`src/rtl/axi_mon_pkg.sv`:
```
package axi_mon_pkg;
  localparam int unsigned NUM_RULES = 7;
  localparam int unsigned CODE_W    = 4;

  // bit index of each rule class; code reported is index + 1
  localparam int unsigned IDX_RESET  = 0;
  localparam int unsigned IDX_DROP   = 1;
  localparam int unsigned IDX_CHANGE = 2;
  localparam int unsigned IDX_BURST  = 3;
  localparam int unsigned IDX_SIZE   = 4;
  localparam int unsigned IDX_WRAP   = 5;
  localparam int unsigned IDX_STALL  = 6;

  typedef logic [NUM_RULES-1:0] rule_vec_t;
  typedef logic [CODE_W-1:0]    rule_code_t;
endpackage

```
`src/rtl/mon_chan_watch.sv`:
```
// Per-channel handshake watcher: valid hold, payload hold, bounded stall.
module mon_chan_watch #(
  parameter int unsigned PW       = 8,
  parameter int unsigned MAX_WAIT = 1024
) (
  input  logic          aclk,
  input  logic          aresetn,
  input  logic          valid,
  input  logic          ready,
  input  logic [PW-1:0] payload,
  output logic          drop_v,
  output logic          change_v,
  output logic          stall_v
);
  localparam int unsigned CNT_W = $clog2(MAX_WAIT + 1);
  localparam logic [CNT_W-1:0] LIMIT = CNT_W'(MAX_WAIT - 1);

  logic             pend_q, pend_d;
  logic [PW-1:0]    snap_q;
  logic             snap_en;
  logic [CNT_W-1:0] wait_q, wait_d;

  always_comb begin
    pend_d  = valid & ~ready;
    snap_en = valid;
    if (valid && !ready) begin
      wait_d = (wait_q == LIMIT) ? wait_q : wait_q + CNT_W'(1);
    end else begin
      wait_d = '0;
    end
    drop_v   = pend_q & ~valid;
    change_v = pend_q & valid & (payload != snap_q);
    stall_v  = valid & ~ready & (wait_q == LIMIT);
  end

  always_ff @(posedge aclk or negedge aresetn) begin
    if (!aresetn) begin
      pend_q <= 1'b0;
      snap_q <= '0;
      wait_q <= '0;
    end else begin
      pend_q <= pend_d;
      wait_q <= wait_d;
      if (snap_en) snap_q <= payload;
    end
  end
endmodule

```
`src/rtl/mon_addr_rules.sv`:
```
// Encoding checks for one address channel (burst, size, wrap length).
module mon_addr_rules #(
  parameter int unsigned DATA_W = 32
) (
  input  logic       valid,
  input  logic [1:0] burst,
  input  logic [2:0] size,
  input  logic [7:0] len,
  output logic       burst_v,
  output logic       size_v,
  output logic       wrap_v
);
  localparam int unsigned BUS_BYTES = DATA_W / 8;

  logic        len_ok;
  logic [31:0] beat_bytes;

  always_comb begin
    beat_bytes = 32'd1 << size;
    len_ok     = (len == 8'd1) || (len == 8'd3) || (len == 8'd7) || (len == 8'd15);
    burst_v    = valid & (burst == 2'b11);
    size_v     = valid & (beat_bytes > BUS_BYTES);
    wrap_v     = valid & (burst == 2'b10) & ~len_ok;
  end
endmodule

```
`src/rtl/mon_err_log.sv`:
```
// Sticky flag bank and first-violation code. Cleared only by clear_i so
// that violations seen during bus reset are kept.
module mon_err_log
  import axi_mon_pkg::*;
(
  input  logic       aclk,
  input  logic       clear_i,
  input  rule_vec_t  viol_i,
  output rule_vec_t  flags_o,
  output rule_code_t first_o
);
  rule_vec_t  flags_q, flags_d;
  rule_code_t first_q, first_d, low_code;

  always_comb begin
    low_code = '0;
    for (int i = NUM_RULES - 1; i >= 0; i--) begin
      if (viol_i[i]) low_code = CODE_W'(i + 1);
    end
    if (clear_i) begin
      flags_d = '0;
      first_d = '0;
    end else begin
      flags_d = flags_q | viol_i;
      first_d = (first_q == '0) ? low_code : first_q;
    end
  end

  always_ff @(posedge aclk) begin
    flags_q <= flags_d;
    first_q <= first_d;
  end

  assign flags_o = flags_q;
  assign first_o = first_q;
endmodule

```
`src/rtl/axi_rule_monitor.sv`:
```
module axi_rule_monitor
  import axi_mon_pkg::*;
#(
  parameter int unsigned DATA_W   = 32,
  parameter int unsigned ADDR_W   = 32,
  parameter int unsigned ID_W     = 4,
  parameter int unsigned MAX_WAIT = 1024
) (
  input  logic                aclk,
  input  logic                aresetn,
  input  logic                clear_i,
  input  logic                awvalid,
  input  logic                awready,
  input  logic [ADDR_W-1:0]   awaddr,
  input  logic [7:0]          awlen,
  input  logic [2:0]          awsize,
  input  logic [1:0]          awburst,
  input  logic [ID_W-1:0]     awid,
  input  logic [2:0]          awprot,
  input  logic [3:0]          awcache,
  input  logic                awlock,
  input  logic                wvalid,
  input  logic                wready,
  input  logic [DATA_W-1:0]   wdata,
  input  logic [DATA_W/8-1:0] wstrb,
  input  logic                wlast,
  input  logic                bvalid,
  input  logic                bready,
  input  logic [ID_W-1:0]     bid,
  input  logic [1:0]          bresp,
  input  logic                arvalid,
  input  logic                arready,
  input  logic [ADDR_W-1:0]   araddr,
  input  logic [7:0]          arlen,
  input  logic [2:0]          arsize,
  input  logic [1:0]          arburst,
  input  logic [ID_W-1:0]     arid,
  input  logic [2:0]          arprot,
  input  logic [3:0]          arcache,
  input  logic                arlock,
  input  logic                rvalid,
  input  logic                rready,
  input  logic [DATA_W-1:0]   rdata,
  input  logic [1:0]          rresp,
  input  logic                rlast,
  input  logic [ID_W-1:0]     rid,
  output logic [6:0]          err_flags_o,
  output logic [3:0]          first_err_o
);
  localparam int unsigned A_PW = ADDR_W + 8 + 3 + 2 + ID_W + 3 + 4 + 1;
  localparam int unsigned W_PW = DATA_W + DATA_W / 8 + 1;
  localparam int unsigned B_PW = ID_W + 2;
  localparam int unsigned R_PW = DATA_W + 2 + 1 + ID_W;
  localparam int unsigned NCH  = 5;

  logic [NCH-1:0] drop_vec, change_vec, stall_vec;
  logic [1:0]     burst_vec, size_vec, wrap_vec;
  logic           any_valid;
  rule_vec_t      viol;

  mon_chan_watch #(.PW(A_PW), .MAX_WAIT(MAX_WAIT)) u_aw (
    .aclk(aclk), .aresetn(aresetn), .valid(awvalid), .ready(awready),
    .payload({awaddr, awlen, awsize, awburst, awid, awprot, awcache, awlock}),
    .drop_v(drop_vec[0]), .change_v(change_vec[0]), .stall_v(stall_vec[0]));

  mon_chan_watch #(.PW(W_PW), .MAX_WAIT(MAX_WAIT)) u_w (
    .aclk(aclk), .aresetn(aresetn), .valid(wvalid), .ready(wready),
    .payload({wdata, wstrb, wlast}),
    .drop_v(drop_vec[1]), .change_v(change_vec[1]), .stall_v(stall_vec[1]));

  mon_chan_watch #(.PW(B_PW), .MAX_WAIT(MAX_WAIT)) u_b (
    .aclk(aclk), .aresetn(aresetn), .valid(bvalid), .ready(bready),
    .payload({bid, bresp}),
    .drop_v(drop_vec[2]), .change_v(change_vec[2]), .stall_v(stall_vec[2]));

  mon_chan_watch #(.PW(A_PW), .MAX_WAIT(MAX_WAIT)) u_ar (
    .aclk(aclk), .aresetn(aresetn), .valid(arvalid), .ready(arready),
    .payload({araddr, arlen, arsize, arburst, arid, arprot, arcache, arlock}),
    .drop_v(drop_vec[3]), .change_v(change_vec[3]), .stall_v(stall_vec[3]));

  mon_chan_watch #(.PW(R_PW), .MAX_WAIT(MAX_WAIT)) u_r (
    .aclk(aclk), .aresetn(aresetn), .valid(rvalid), .ready(rready),
    .payload({rdata, rresp, rlast, rid}),
    .drop_v(drop_vec[4]), .change_v(change_vec[4]), .stall_v(stall_vec[4]));

  mon_addr_rules #(.DATA_W(DATA_W)) u_aw_enc (
    .valid(awvalid), .burst(awburst), .size(awsize), .len(awlen),
    .burst_v(burst_vec[0]), .size_v(size_vec[0]), .wrap_v(wrap_vec[0]));

  mon_addr_rules #(.DATA_W(DATA_W)) u_ar_enc (
    .valid(arvalid), .burst(arburst), .size(arsize), .len(arlen),
    .burst_v(burst_vec[1]), .size_v(size_vec[1]), .wrap_v(wrap_vec[1]));

  always_comb begin
    any_valid        = awvalid | wvalid | bvalid | arvalid | rvalid;
    viol             = '0;
    viol[IDX_RESET]  = ~aresetn & any_valid;
    viol[IDX_DROP]   = aresetn & (|drop_vec);
    viol[IDX_CHANGE] = aresetn & (|change_vec);
    viol[IDX_BURST]  = aresetn & (|burst_vec);
    viol[IDX_SIZE]   = aresetn & (|size_vec);
    viol[IDX_WRAP]   = aresetn & (|wrap_vec);
    viol[IDX_STALL]  = aresetn & (|stall_vec);
  end

  mon_err_log u_log (
    .aclk(aclk), .clear_i(clear_i), .viol_i(viol),
    .flags_o(err_flags_o), .first_o(first_err_o));
endmodule

```
`config.mk`:
```
export PLATFORM = sky130hd
export DESIGN_NAME = axi_rule_monitor
export DESIGN_NICKNAME = d
export VERILOG_FILES = /design/src/rtl/axi_mon_pkg.sv /design/src/rtl/mon_chan_watch.sv /design/src/rtl/mon_addr_rules.sv /design/src/rtl/mon_err_log.sv /design/src/rtl/axi_rule_monitor.sv
export SDC_FILE = /design/constraint.sdc
export NUM_CORES = 1
export LEC_CHECK = 0
export BUFFER_PORTS_ARGS = -buffer_cell sky130_fd_sc_hd__clkbuf_2
export CORE_MARGIN = 2
export CORE_UTILIZATION = 35
export CTS_CLUSTER_SIZE = 14
export DETAILED_ROUTE_END_ITERATION = 8
export PLACE_DENSITY_LB_ADDON = 0.3
export SYNTH_ARGS = -nofsm -noshare
export SYNTH_HDL_FRONTEND = slang
export SYNTH_SLANG_ARGS = --single-unit
```
`constraint.sdc`:
```
create_clock -name aclk -period 2.7 [get_ports aclk]
set_clock_uncertainty 0.2 [all_clocks]
set_input_delay 0 -clock aclk [delete_from_list [all_inputs] [get_ports aclk]]
set_output_delay 0 -clock aclk [all_outputs]
set_load 0.01 [all_outputs]
```
==> results of run 1 <==
kinds of logic after synthesis:
group / Yosys count
other: 1
DFF: 266
xor gates and xnor gates: 231
adders and majority gates: 5
AOI/OAI and AO/OA: 48
buffers and inverters: 49
and+or+nand+nor: 246
muxes: 200
metal layers:
metal  routed length (um)  track usage, %
met1                13560           20.39
met2                15430           29.52
met3                 1305           2.759
met4                  712           4.693
met5                    0               0
cells in the mapped netlist, types with 3 or more instances:
cell,instances
sky130_fd_sc_hd__ha_1,5
sky130_fd_sc_hd__nand4_1,31
sky130_fd_sc_hd__inv_2,3
sky130_fd_sc_hd__mux2_2,194
sky130_fd_sc_hd__buf_1,8
sky130_fd_sc_hd__nand2b_1,6
sky130_fd_sc_hd__o21ai_1,5
sky130_fd_sc_hd__xor2_1,219
sky130_fd_sc_hd__a21oi_1,13
sky130_fd_sc_hd__o311ai_0,3
sky130_fd_sc_hd__mux2i_1,6
sky130_fd_sc_hd__nand3_1,14
sky130_fd_sc_hd__clkbuf_1,20
sky130_fd_sc_hd__nor4_1,48
sky130_fd_sc_hd__buf_2,3
sky130_fd_sc_hd__nand2_1,40
sky130_fd_sc_hd__o21ai_0,9
sky130_fd_sc_hd__nor2_1,75
sky130_fd_sc_hd__a31oi_1,3
sky130_fd_sc_hd__xnor2_1,12
sky130_fd_sc_hd__and4_1,3
sky130_fd_sc_hd__inv_1,12
sky130_fd_sc_hd__dfrtp_1,256
sky130_fd_sc_hd__nor3_1,11
sky130_fd_sc_hd__dfxtp_1,10
sky130_fd_sc_hd__or3_1,4
path summary, 6_finish.rpt:
kind | startpoint | end
min | rvalid | u_r.wait_q[3]$_DFFE_PN0N_
min reg2reg | u_log.flags_o[2]$_SDFF_PP0_ | u_log.flags_o[2]$_SDFF_PP0_
max | u_ar.snap_q[44]$_DFFE_PN0P_ | u_log.first_o[1]$_SDFFE_PP0N_
min in group asynchronous | aresetn | u_ar.snap_q[12]$_DFFE_PN0P_
max in group asynchronous | aresetn | u_w.snap_q[19]$_DFFE_PN0P_
max reg2reg | u_ar.snap_q[44]$_DFFE_PN0P_ | u_log.first_o[1]$_SDFFE_PP0N_
registers in the layout (all words and copies together) (netlist names), 3 cells and up:
| register | count |
|---|---|
| u_b.snap_q | 6 |
| u_r.snap_q | 39 |
| u_log.flags_o | 7 |
| u_aw.snap_q | 57 |
| u_w.snap_q | 37 |
| u_b.wait_q | 11 |
| u_log.first_o | 3 |
| u_aw.wait_q | 11 |
| u_w.wait_q | 11 |
| u_ar.wait_q | 11 |
| u_ar.snap_q | 57 |
| u_r.wait_q | 11 |
worst max-delay path, stage by stage, from the launching register on:
cell	delay, ns
sky130_fd_sc_hd__dfrtp_1	0.38
sky130_fd_sc_hd__xor2_1	0.16
sky130_fd_sc_hd__nor4_1	0.53
sky130_fd_sc_hd__nand4_1	0.22
sky130_fd_sc_hd__nor4_1	0.22
sky130_fd_sc_hd__buf_4	0.17
sky130_fd_sc_hd__o21ai_1	0.09
sky130_fd_sc_hd__nor2_1	0.17
sky130_fd_sc_hd__a311oi_1	0.10
power by group through the flow:
| stage | Clock [mW] | Sequential (mW) | Combinational [mW] |
|---|---|---|---|
| after floorplan | 0 | 4.55 | 0.735 |
| after global placement | 0 | 4.57 | 1.18 |
| after detailed placement | 0 | 4.59 | 1.19 |
| after CTS | 4.47 | 4.51 | 1.61 |
| after global routing | 4.62 | 4.56 | 1.77 |
| final | 4.32 | 4.52 | 1.60 |
through the flow:
| step | area, um^2 | setup WS [ns] | power, mW | util (%) | hold WS, ns |
|---|---|---|---|---|---|
| 4_1_cts | 18320 | 0.1207 | 10.59 | 51.26 | 0.001628 |
| 2_1_floorplan | 12750 | 0.5167 | 5.284 | - | -0.4956 |
| 3_3_place_gp | 14420 | 0.1677 | 5.742 | 40.35 | -0.3734 |
| 3_5_place_dp | 14420 | 0.1396 | 5.777 | 40.35 | -0.3722 |
| 6_report | 18330 | 0.3377 | 10.43 | 51.29 | -0.008686 |
| 5_1_grt | 18330 | 0.1177 | 10.94 | 51.28 | 0.02490 |
timing repair:
item                                    4_1_cts  5_1_grt
hold endpoints to repair                    521        0
resized for setup                             0        1
endpoints found under the setup margin        0        2
hold buffers                                284        0
final cells by class:
cell class                 count  area, um^2
antenna                        4       10.01
inverter                      16       60.06
multi-input combinational    731        5944
timing repair buffer         518        4076
tap                          461       576.8
clock buffer                  47       905.9
clock inverter                10       152.6
fill                        3067       17410
sequential                   266        6606
==> impl_results.html, run 1 <==
<table>
<tr><th>Metric</th><th>Value</th></tr>
<tr><th colspan="2">Routing</th></tr>
<tr><td>Total vias in the final route</td><td>9512</td></tr>
<tr><td>DRC violation count after routing</td><td>0</td></tr>
<tr><td>Total iterations of the first detailed-routing run</td><td>4</td></tr>
<tr><td>Via-per-instance ratio</td><td>4.633</td></tr>
<tr><td>Detailed-route wire length</td><td>31010 um</td></tr>
<tr><td>Wire length per cell</td><td>15.11 um</td></tr>
<tr><td>DRT iter0 DRCs</td><td>357</td></tr>
<tr><td>Residual antenna-violating net count after detailed routing</td><td>0</td></tr>
<tr><th colspan="2">Critical path</th></tr>
<tr><td>Arrival time at the worst endpoint</td><td>2.60 ns</td></tr>
<tr><td>Crit Path Category</td><td>flop to flop</td></tr>
<tr><td>Kind of capture point of the worst setup path</td><td>flop</td></tr>
<tr><td>Worst Setup Start Kind</td><td>flop</td></tr>
<tr><td>Path depth of the worst reg2reg path</td><td>8</td></tr>
<tr><td>Setup slack of the worst register-to-register path</td><td>0.34 ns</td></tr>
<tr><td>Data required time at the worst endpoint</td><td>2.94 ns</td></tr>
<tr><td>CP max FO</td><td>3</td></tr>
<tr><th colspan="2">Pwr</th></tr>
<tr><td>Clock network power share</td><td>41.4%</td></tr>
<tr><td>Sw frac</td><td>23.95%</td></tr>
<tr><td>Comb power frac</td><td>15.3%</td></tr>
<tr><td>Standby leakage power</td><td>8.156 nW</td></tr>
<tr><td>Net switching power figure</td><td>2.499 mW</td></tr>
<tr><td>Internal power contribution</td><td>7.934 mW</td></tr>
<tr><td>Reg power frac</td><td>43.3%</td></tr>
<tr><td>Max VDD drop</td><td>475.8 uV</td></tr>
<tr><td>Power per cell area</td><td>569.1 mW/mm^2</td></tr>
<tr><th colspan="2">Status</th></tr>
<tr><td>Violations in the final reports</td><td>hold timing</td></tr>
<tr><td>Result of the run</td><td>complete, but fails checks</td></tr>
<tr><th colspan="2">Final layout</th></tr>
<tr><td>Commonest non-fill, non-tap cell in the layout</td><td>sky130_fd_sc_hd__dlygate4sd3_1</td></tr>
<tr><td>Area growth from synthesis to layout</td><td>43.79%</td></tr>
<tr><td>Count of nets after finishing</td><td>1778</td></tr>
<tr><td>Count of placed standard cells in the final layout, fillers left out</td><td>2053</td></tr>
<tr><td>Commonest non-fill, non-tap cells in the layout</td><td>sky130_fd_sc_hd__dlygate4sd3_1 (284), sky130_fd_sc_hd__dfrtp_1 (256), sky130_fd_sc_hd__xor2_1 (219)</td></tr>
<tr><td>Share of post-route cells with drive strength above 1</td><td>30.67%</td></tr>
<tr><th colspan="2">Placement</th></tr>
<tr><td>Dpl cells</td><td>1708</td></tr>
<tr><td>Global placement routability congestion</td><td>0.7965</td></tr>
<tr><td>Half-perimeter wire length after placement</td><td>20310 um</td></tr>
<tr><td>Buffers added on ports</td><td>218</td></tr>
<tr><th colspan="2">Synthesis</th></tr>
<tr><td>Post-synthesis cell type with the largest combined area</td><td>sky130_fd_sc_hd__dfrtp_1</td></tr>
<tr><td>Number of enable flip-flop cells after synthesis</td><td>0</td></tr>
<tr><td>Warnings from Yosys</td><td>0</td></tr>
<tr><td>Dominant combinational cell family by area after synthesis</td><td>multiplexers</td></tr>
<tr><td>Commonest register cell after synthesis</td><td>sky130_fd_sc_hd__dfrtp_1</td></tr>
<tr><td>Area share of the largest cell type after synthesis</td><td>50.25%</td></tr>
<tr><td>Multiplexer fraction of the synthesized cell area</td><td>17.61%</td></tr>
<tr><td>Post-synthesis cell type count</td><td>54</td></tr>
<tr><td>Ranking of synthesized cells by area</td><td>sky130_fd_sc_hd__dfrtp_1 (50%), sky130_fd_sc_hd__mux2_2 (17%), sky130_fd_sc_hd__xor2_1 (15%)</td></tr>
<tr><td>Sequential cell area fraction in the yosys report</td><td>51.82%</td></tr>
<tr><td>Share of the synthesized area in compound gates (AO/OA/AOI/OAI)</td><td>2.561%</td></tr>
<tr><td>Flip-flop and latch count after synthesis</td><td>266</td></tr>
<tr><td>Number of standard cells after synthesis</td><td>1046</td></tr>
<tr><td>Syn_nets</td><td>1260</td></tr>
<tr><td>Avg Cell Area, Syn</td><td>12.19 um^2</td></tr>
<tr><td>Adder and majority gate portion of the synthesized area</td><td>0.4907%</td></tr>
<tr><td>Simple-Gate Fraction of Synth Area</td><td>10.07%</td></tr>
<tr><td>Proportion of synthesized flip-flops having asynchronous set or reset</td><td>96.24%</td></tr>
<tr><td>Summed instance area of the synthesized netlist</td><td>0.01275 mm^2</td></tr>
<tr><td>Xor/xnor share of the synthesized area</td><td>15.87%</td></tr>
<tr><th colspan="2">Timing</th></tr>
<tr><td>Setup repair after global routing missed its margin</td><td>false</td></tr>
<tr><td>Final count of hold timing violations</td><td>6</td></tr>
<tr><td>Max-Slew Margin vs Limit</td><td>47.36%</td></tr>
<tr><td>Final Setup Violations</td><td>0</td></tr>
<tr><td>Max Fclk</td><td>423.3 MHz</td></tr>
<tr><td>Slew @ Worst Pin</td><td>0.7895 ns</td></tr>
<tr><td>Time the worst path needs with I/O delays and setup</td><td>2.362 ns</td></tr>
<tr><td>Final count of pins violating max slew</td><td>0</td></tr>
<tr><td>Setup Total Neg Slack</td><td>0 ns</td></tr>
<tr><td>Hold slack final</td><td>-0.008686 ns</td></tr>
<tr><td>Period Utilization, post-route</td><td>87.49%</td></tr>
<tr><th colspan="2">Clock network</th></tr>
<tr><td>Maximum clock path buffer count</td><td>3</td></tr>
<tr><td>Clk_lat worst skew</td><td>0.56 ns</td></tr>
<tr><td>Clock Pin Slew Worst Setup and Hold Paths</td><td>0.06 ns</td></tr>
<tr><td>H-tree lvl count</td><td>1</td></tr>
<tr><td>Number of buffers added by the clock tree synthesis step</td><td>31</td></tr>
<tr><td>Clk sink count</td><td>266</td></tr>
<tr><td>TritonCTS clock tree</td><td>yes</td></tr>
<tr><td>Clock Tree Root</td><td>sky130_fd_sc_hd__clkbuf_16</td></tr>
<tr><td>Number of buffers inserted to repair setup after CTS</td><td>0</td></tr>
<tr><th colspan="2">Floorplanning</th></tr>
<tr><td>Core area</td><td>0.03574 mm^2</td></tr>
<tr><td>Width of the die</td><td>194.9 um</td></tr>
<tr><td>Number of placed I/O pins</td><td>220</td></tr>
<tr><td>Die boundary height</td><td>194.9 um</td></tr>
<tr><td>Cell Rows</td><td>69</td></tr>
<tr><td>Die area</td><td>0.03797 mm^2</td></tr>
<tr><td>Initial core utilization</td><td>35.67%</td></tr>
<tr><th colspan="2">Global routing</th></tr>
<tr><td>GRT Util Overall</td><td>16.47%</td></tr>
<tr><td>Overflow left after global routing</td><td>0</td></tr>
<tr><td>Pin count of the biggest net entering global routing</td><td>133</td></tr>
<tr><td>Wire length of the first global-routing pass</td><td>50870 um</td></tr>
<tr><td>Antenna violations before repair</td><td>4</td></tr>
<tr><td>Number of global-route vias before repair</td><td>10.10k</td></tr>
<tr><th colspan="2">Hold path</th></tr>
<tr><td>Worst min-delay path class</td><td>input port to flop</td></tr>
<tr><td>Instance count along the most critical hold path</td><td>3</td></tr>
<tr><th colspan="2">Job</th></tr>
<tr><td>Max cap viols</td><td>0</td></tr>
</table>
(Power assumes the default switching activity.)
==> inputs of run 2 (changes only) <==
--- a/config.mk
+++ b/config.mk
@@ -5,11 +5,12 @@
 export SDC_FILE = /design/constraint.sdc
 export NUM_CORES = 1
 export LEC_CHECK = 0
-export BUFFER_PORTS_ARGS = -buffer_cell sky130_fd_sc_hd__clkbuf_2
+export CAP_MARGIN = 10
 export CORE_MARGIN = 2
 export CORE_UTILIZATION = 35
 export CTS_CLUSTER_SIZE = 14
 export DETAILED_ROUTE_END_ITERATION = 8
+export DONT_BUFFER_PORTS = 1
 export PLACE_DENSITY_LB_ADDON = 0.3
 export SYNTH_ARGS = -nofsm -noshare
 export SYNTH_HDL_FRONTEND = slang
==> run 2 against run 1 <==
- the flow now stops in clock tree synthesis
- synthesized cell count stayed put
- synthesized area stayed put
==> impl_results.html, run 2 <==
<table>
<tr><th>Metric</th><th>Value</th></tr>
<tr><th colspan="2">Status</th></tr>
<tr><td>Result of the run</td><td>did not finish</td></tr>
<tr><td>Exit stage</td><td>clock tree synthesis</td></tr>
<tr><td>Run-stopping error</td><td>[ERROR RSZ-0060] Max buffer count reached.</td></tr>
<tr><th colspan="2">Clock network</th></tr>
<tr><td>Number of buffers inserted to repair setup after CTS</td><td>0</td></tr>
<tr><td>Maximum clock path buffer count</td><td>3</td></tr>
<tr><td>H-tree lvl count</td><td>1</td></tr>
<tr><td>Clk sink count</td><td>266</td></tr>
<tr><td>Number of resized instances in the post-cts repair step</td><td>1</td></tr>
<tr><td>Clock Tree Root</td><td>sky130_fd_sc_hd__clkbuf_16</td></tr>
<tr><td>Hold buffer count at CTS</td><td>308</td></tr>
<tr><td>Number of buffers added by the clock tree synthesis step</td><td>30</td></tr>
<tr><th colspan="2">Synthesis</th></tr>
<tr><td>Syn_nets</td><td>1260</td></tr>
<tr><td>Flip-flop and latch count after synthesis</td><td>266</td></tr>
<tr><td>Post-synthesis cell type with the largest combined area</td><td>sky130_fd_sc_hd__dfrtp_1</td></tr>
<tr><td>Proportion of synthesized flip-flops having asynchronous set or reset</td><td>96.24%</td></tr>
<tr><td>Number of standard cells after synthesis</td><td>1046</td></tr>
<tr><td>Number of enable flip-flop cells after synthesis</td><td>0</td></tr>
<tr><td>Dominant cell by count in the synthesized netlist</td><td>sky130_fd_sc_hd__dfrtp_1</td></tr>
<tr><td>Post-synthesis cell type count</td><td>54</td></tr>
<tr><td>Area share of the largest cell type after synthesis</td><td>50.25%</td></tr>
<tr><td>Commonest register cell after synthesis</td><td>sky130_fd_sc_hd__dfrtp_1</td></tr>
<tr><td>Ranking of synthesized cells by area</td><td>sky130_fd_sc_hd__dfrtp_1 (50%), sky130_fd_sc_hd__mux2_2 (17%), sky130_fd_sc_hd__xor2_1 (15%)</td></tr>
<tr><td>Sequential cell area fraction in the yosys report</td><td>51.82%</td></tr>
<tr><td>Post-synth top cells</td><td>sky130_fd_sc_hd__dfrtp_1 (256), sky130_fd_sc_hd__xor2_1 (219), sky130_fd_sc_hd__mux2_2 (194)</td></tr>
<tr><td>Summed instance area of the synthesized netlist</td><td>0.01275 mm^2</td></tr>
<tr><td>Avg Cell Area, Syn</td><td>12.19 um^2</td></tr>
<tr><td>Warnings from Yosys</td><td>0</td></tr>
<tr><th colspan="2">Floorplanning</th></tr>
<tr><td>Width of the die</td><td>194.9 um</td></tr>
<tr><td>Die boundary height</td><td>194.9 um</td></tr>
<tr><td>Cell Rows</td><td>69</td></tr>
<tr><td>Number of placed I/O pins</td><td>220</td></tr>
<tr><td>Initial core utilization</td><td>35.67%</td></tr>
<tr><th colspan="2">Placement</th></tr>
<tr><td>Global placement routability congestion</td><td>0.7543</td></tr>
<tr><td>Buffers added on ports</td><td>0</td></tr>
<tr><td>Half-perimeter wire length after placement</td><td>18570 um</td></tr>
</table>
-- run 2: cell counts after synthesis --
No cell type changed its count.
-- run 2: stage by stage --
step | instances | setup slack, ns | utilization (%) | cell area [um^2]
after detailed placement | 1482 | 0.03618 | 37.07 | 13250
after global placement | 1482 | 0.05635 | 37.07 | 13250
after floorplan | 1046 | 0.5167 | - | 12750
-- run 2: logic make-up after synthesis --
| kind of cell | share of synthesized area [%] |
|---|---|
| buf+inv | 1.560 |
| other cells | 0.02941 |
| compound gates | 2.561 |
| flops | 51.82 |
| xor+xnor | 15.87 |
| simple gates | 10.07 |
| fa+ha+maj | 0.4907 |
| mux | 17.61 |
==> inputs of run 3 (changes only) <==
--- a/config.mk
+++ b/config.mk
@@ -7,11 +7,10 @@
 export LEC_CHECK = 0
 export CAP_MARGIN = 10
 export CORE_MARGIN = 2
-export CORE_UTILIZATION = 35
-export CTS_CLUSTER_SIZE = 14
+export CORE_UTILIZATION = 20
 export DETAILED_ROUTE_END_ITERATION = 8
 export DONT_BUFFER_PORTS = 1
-export PLACE_DENSITY_LB_ADDON = 0.3
+export PLACE_DENSITY_LB_ADDON = 0.15
 export SYNTH_ARGS = -nofsm -noshare
 export SYNTH_HDL_FRONTEND = slang
 export SYNTH_SLANG_ARGS = --single-unit
==> run 3 against run 2 <==
- the flow again stops in clock tree synthesis
- synthesized area unchanged
- synthesized cell count unchanged
==> impl_results.html, run 3 <==
<table>
<tr><th>Metric</th><th>Value</th></tr>
<tr><th colspan="2">Synthesis</th></tr>
<tr><td>Post-synthesis cell type count</td><td>54</td></tr>
<tr><td>Proportion of synthesized flip-flops having asynchronous set or reset</td><td>96.24%</td></tr>
<tr><td>Avg Cell Area, Syn</td><td>12.19 um^2</td></tr>
<tr><td>Syn_nets</td><td>1260</td></tr>
<tr><td>Warnings from Yosys</td><td>0</td></tr>
<tr><td>Post-synthesis cell type with the largest combined area</td><td>sky130_fd_sc_hd__dfrtp_1</td></tr>
<tr><td>Ranking of synthesized cells by area</td><td>sky130_fd_sc_hd__dfrtp_1 (50%), sky130_fd_sc_hd__mux2_2 (17%), sky130_fd_sc_hd__xor2_1 (15%)</td></tr>
<tr><td>Summed instance area of the synthesized netlist</td><td>0.01275 mm^2</td></tr>
<tr><td>Number of standard cells after synthesis</td><td>1046</td></tr>
<tr><td>Commonest register cell after synthesis</td><td>sky130_fd_sc_hd__dfrtp_1</td></tr>
<tr><td>Area share of the largest cell type after synthesis</td><td>50.25%</td></tr>
<tr><td>Number of enable flip-flop cells after synthesis</td><td>0</td></tr>
<tr><td>Flip-flop and latch count after synthesis</td><td>266</td></tr>
<tr><td>Post-synth top cells</td><td>sky130_fd_sc_hd__dfrtp_1 (256), sky130_fd_sc_hd__xor2_1 (219), sky130_fd_sc_hd__mux2_2 (194)</td></tr>
<tr><td>Dominant cell by count in the synthesized netlist</td><td>sky130_fd_sc_hd__dfrtp_1</td></tr>
<tr><td>Sequential cell area fraction in the yosys report</td><td>51.82%</td></tr>
<tr><th colspan="2">Clock network</th></tr>
<tr><td>Number of buffers added by the clock tree synthesis step</td><td>37</td></tr>
<tr><td>Maximum clock path buffer count</td><td>3</td></tr>
<tr><td>Clock Tree Root</td><td>sky130_fd_sc_hd__clkbuf_16</td></tr>
<tr><td>Clk sink count</td><td>266</td></tr>
<tr><td>Hold buffer count at CTS</td><td>388</td></tr>
<tr><td>Number of buffers inserted to repair setup after CTS</td><td>0</td></tr>
<tr><td>Number of resized instances in the post-cts repair step</td><td>4</td></tr>
<tr><td>H-tree lvl count</td><td>2</td></tr>
<tr><th colspan="2">Floorplanning</th></tr>
<tr><td>Number of placed I/O pins</td><td>220</td></tr>
<tr><td>Initial core utilization</td><td>20.21%</td></tr>
<tr><td>Width of the die</td><td>256.5 um</td></tr>
<tr><td>Die boundary height</td><td>256.5 um</td></tr>
<tr><td>Cell Rows</td><td>92</td></tr>
<tr><th colspan="2">Placement</th></tr>
<tr><td>Half-perimeter wire length after placement</td><td>23210 um</td></tr>
<tr><td>Post-detailed-placement cell area</td><td>0.01376 mm^2</td></tr>
<tr><td>Buffers added on ports</td><td>0</td></tr>
<tr><td>Global placement routability congestion</td><td>0.7383</td></tr>
<tr><td>Dpl cells</td><td>1871</td></tr>
<tr><td>Worst Setup Slack post-DPL</td><td>-0.1980 ns</td></tr>
<tr><th colspan="2">Status</th></tr>
<tr><td>Run-stopping error</td><td>[ERROR RSZ-0060] Max buffer count reached.</td></tr>
<tr><td>Result of the run</td><td>did not finish</td></tr>
<tr><td>Exit stage</td><td>clock tree synthesis</td></tr>
</table>
==> run 3: cell counts after synthesis <==
Identical to the previous run, type by type.
==> run 3: kinds of logic after synthesis <==
| logic type | count (synthesis) | share of synthesized area (%) |
|---|---|---|
| XOR/XNOR | 231 | 15.87 |
| AND/OR/NAND/NOR | 246 | 10.07 |
| multiplexers | 200 | 17.61 |
| adder cells (fa/ha/maj) | 5 | 0.4907 |
| flip-flops | 266 | 51.82 |
| buffers and inverters | 49 | 1.560 |
| other | 1 | 0.02941 |
| AO/OA/AOI/OAI | 48 | 2.561 |
==> run 3: stage by stage <==
| stage | setup TNS, ns | hold slack, ns |
|---|---|---|
| floorplan | 0 | -0.4956 |
| global placement | -0.5219 | -0.4848 |
| detailed placement | -0.7098 | -0.4843 |
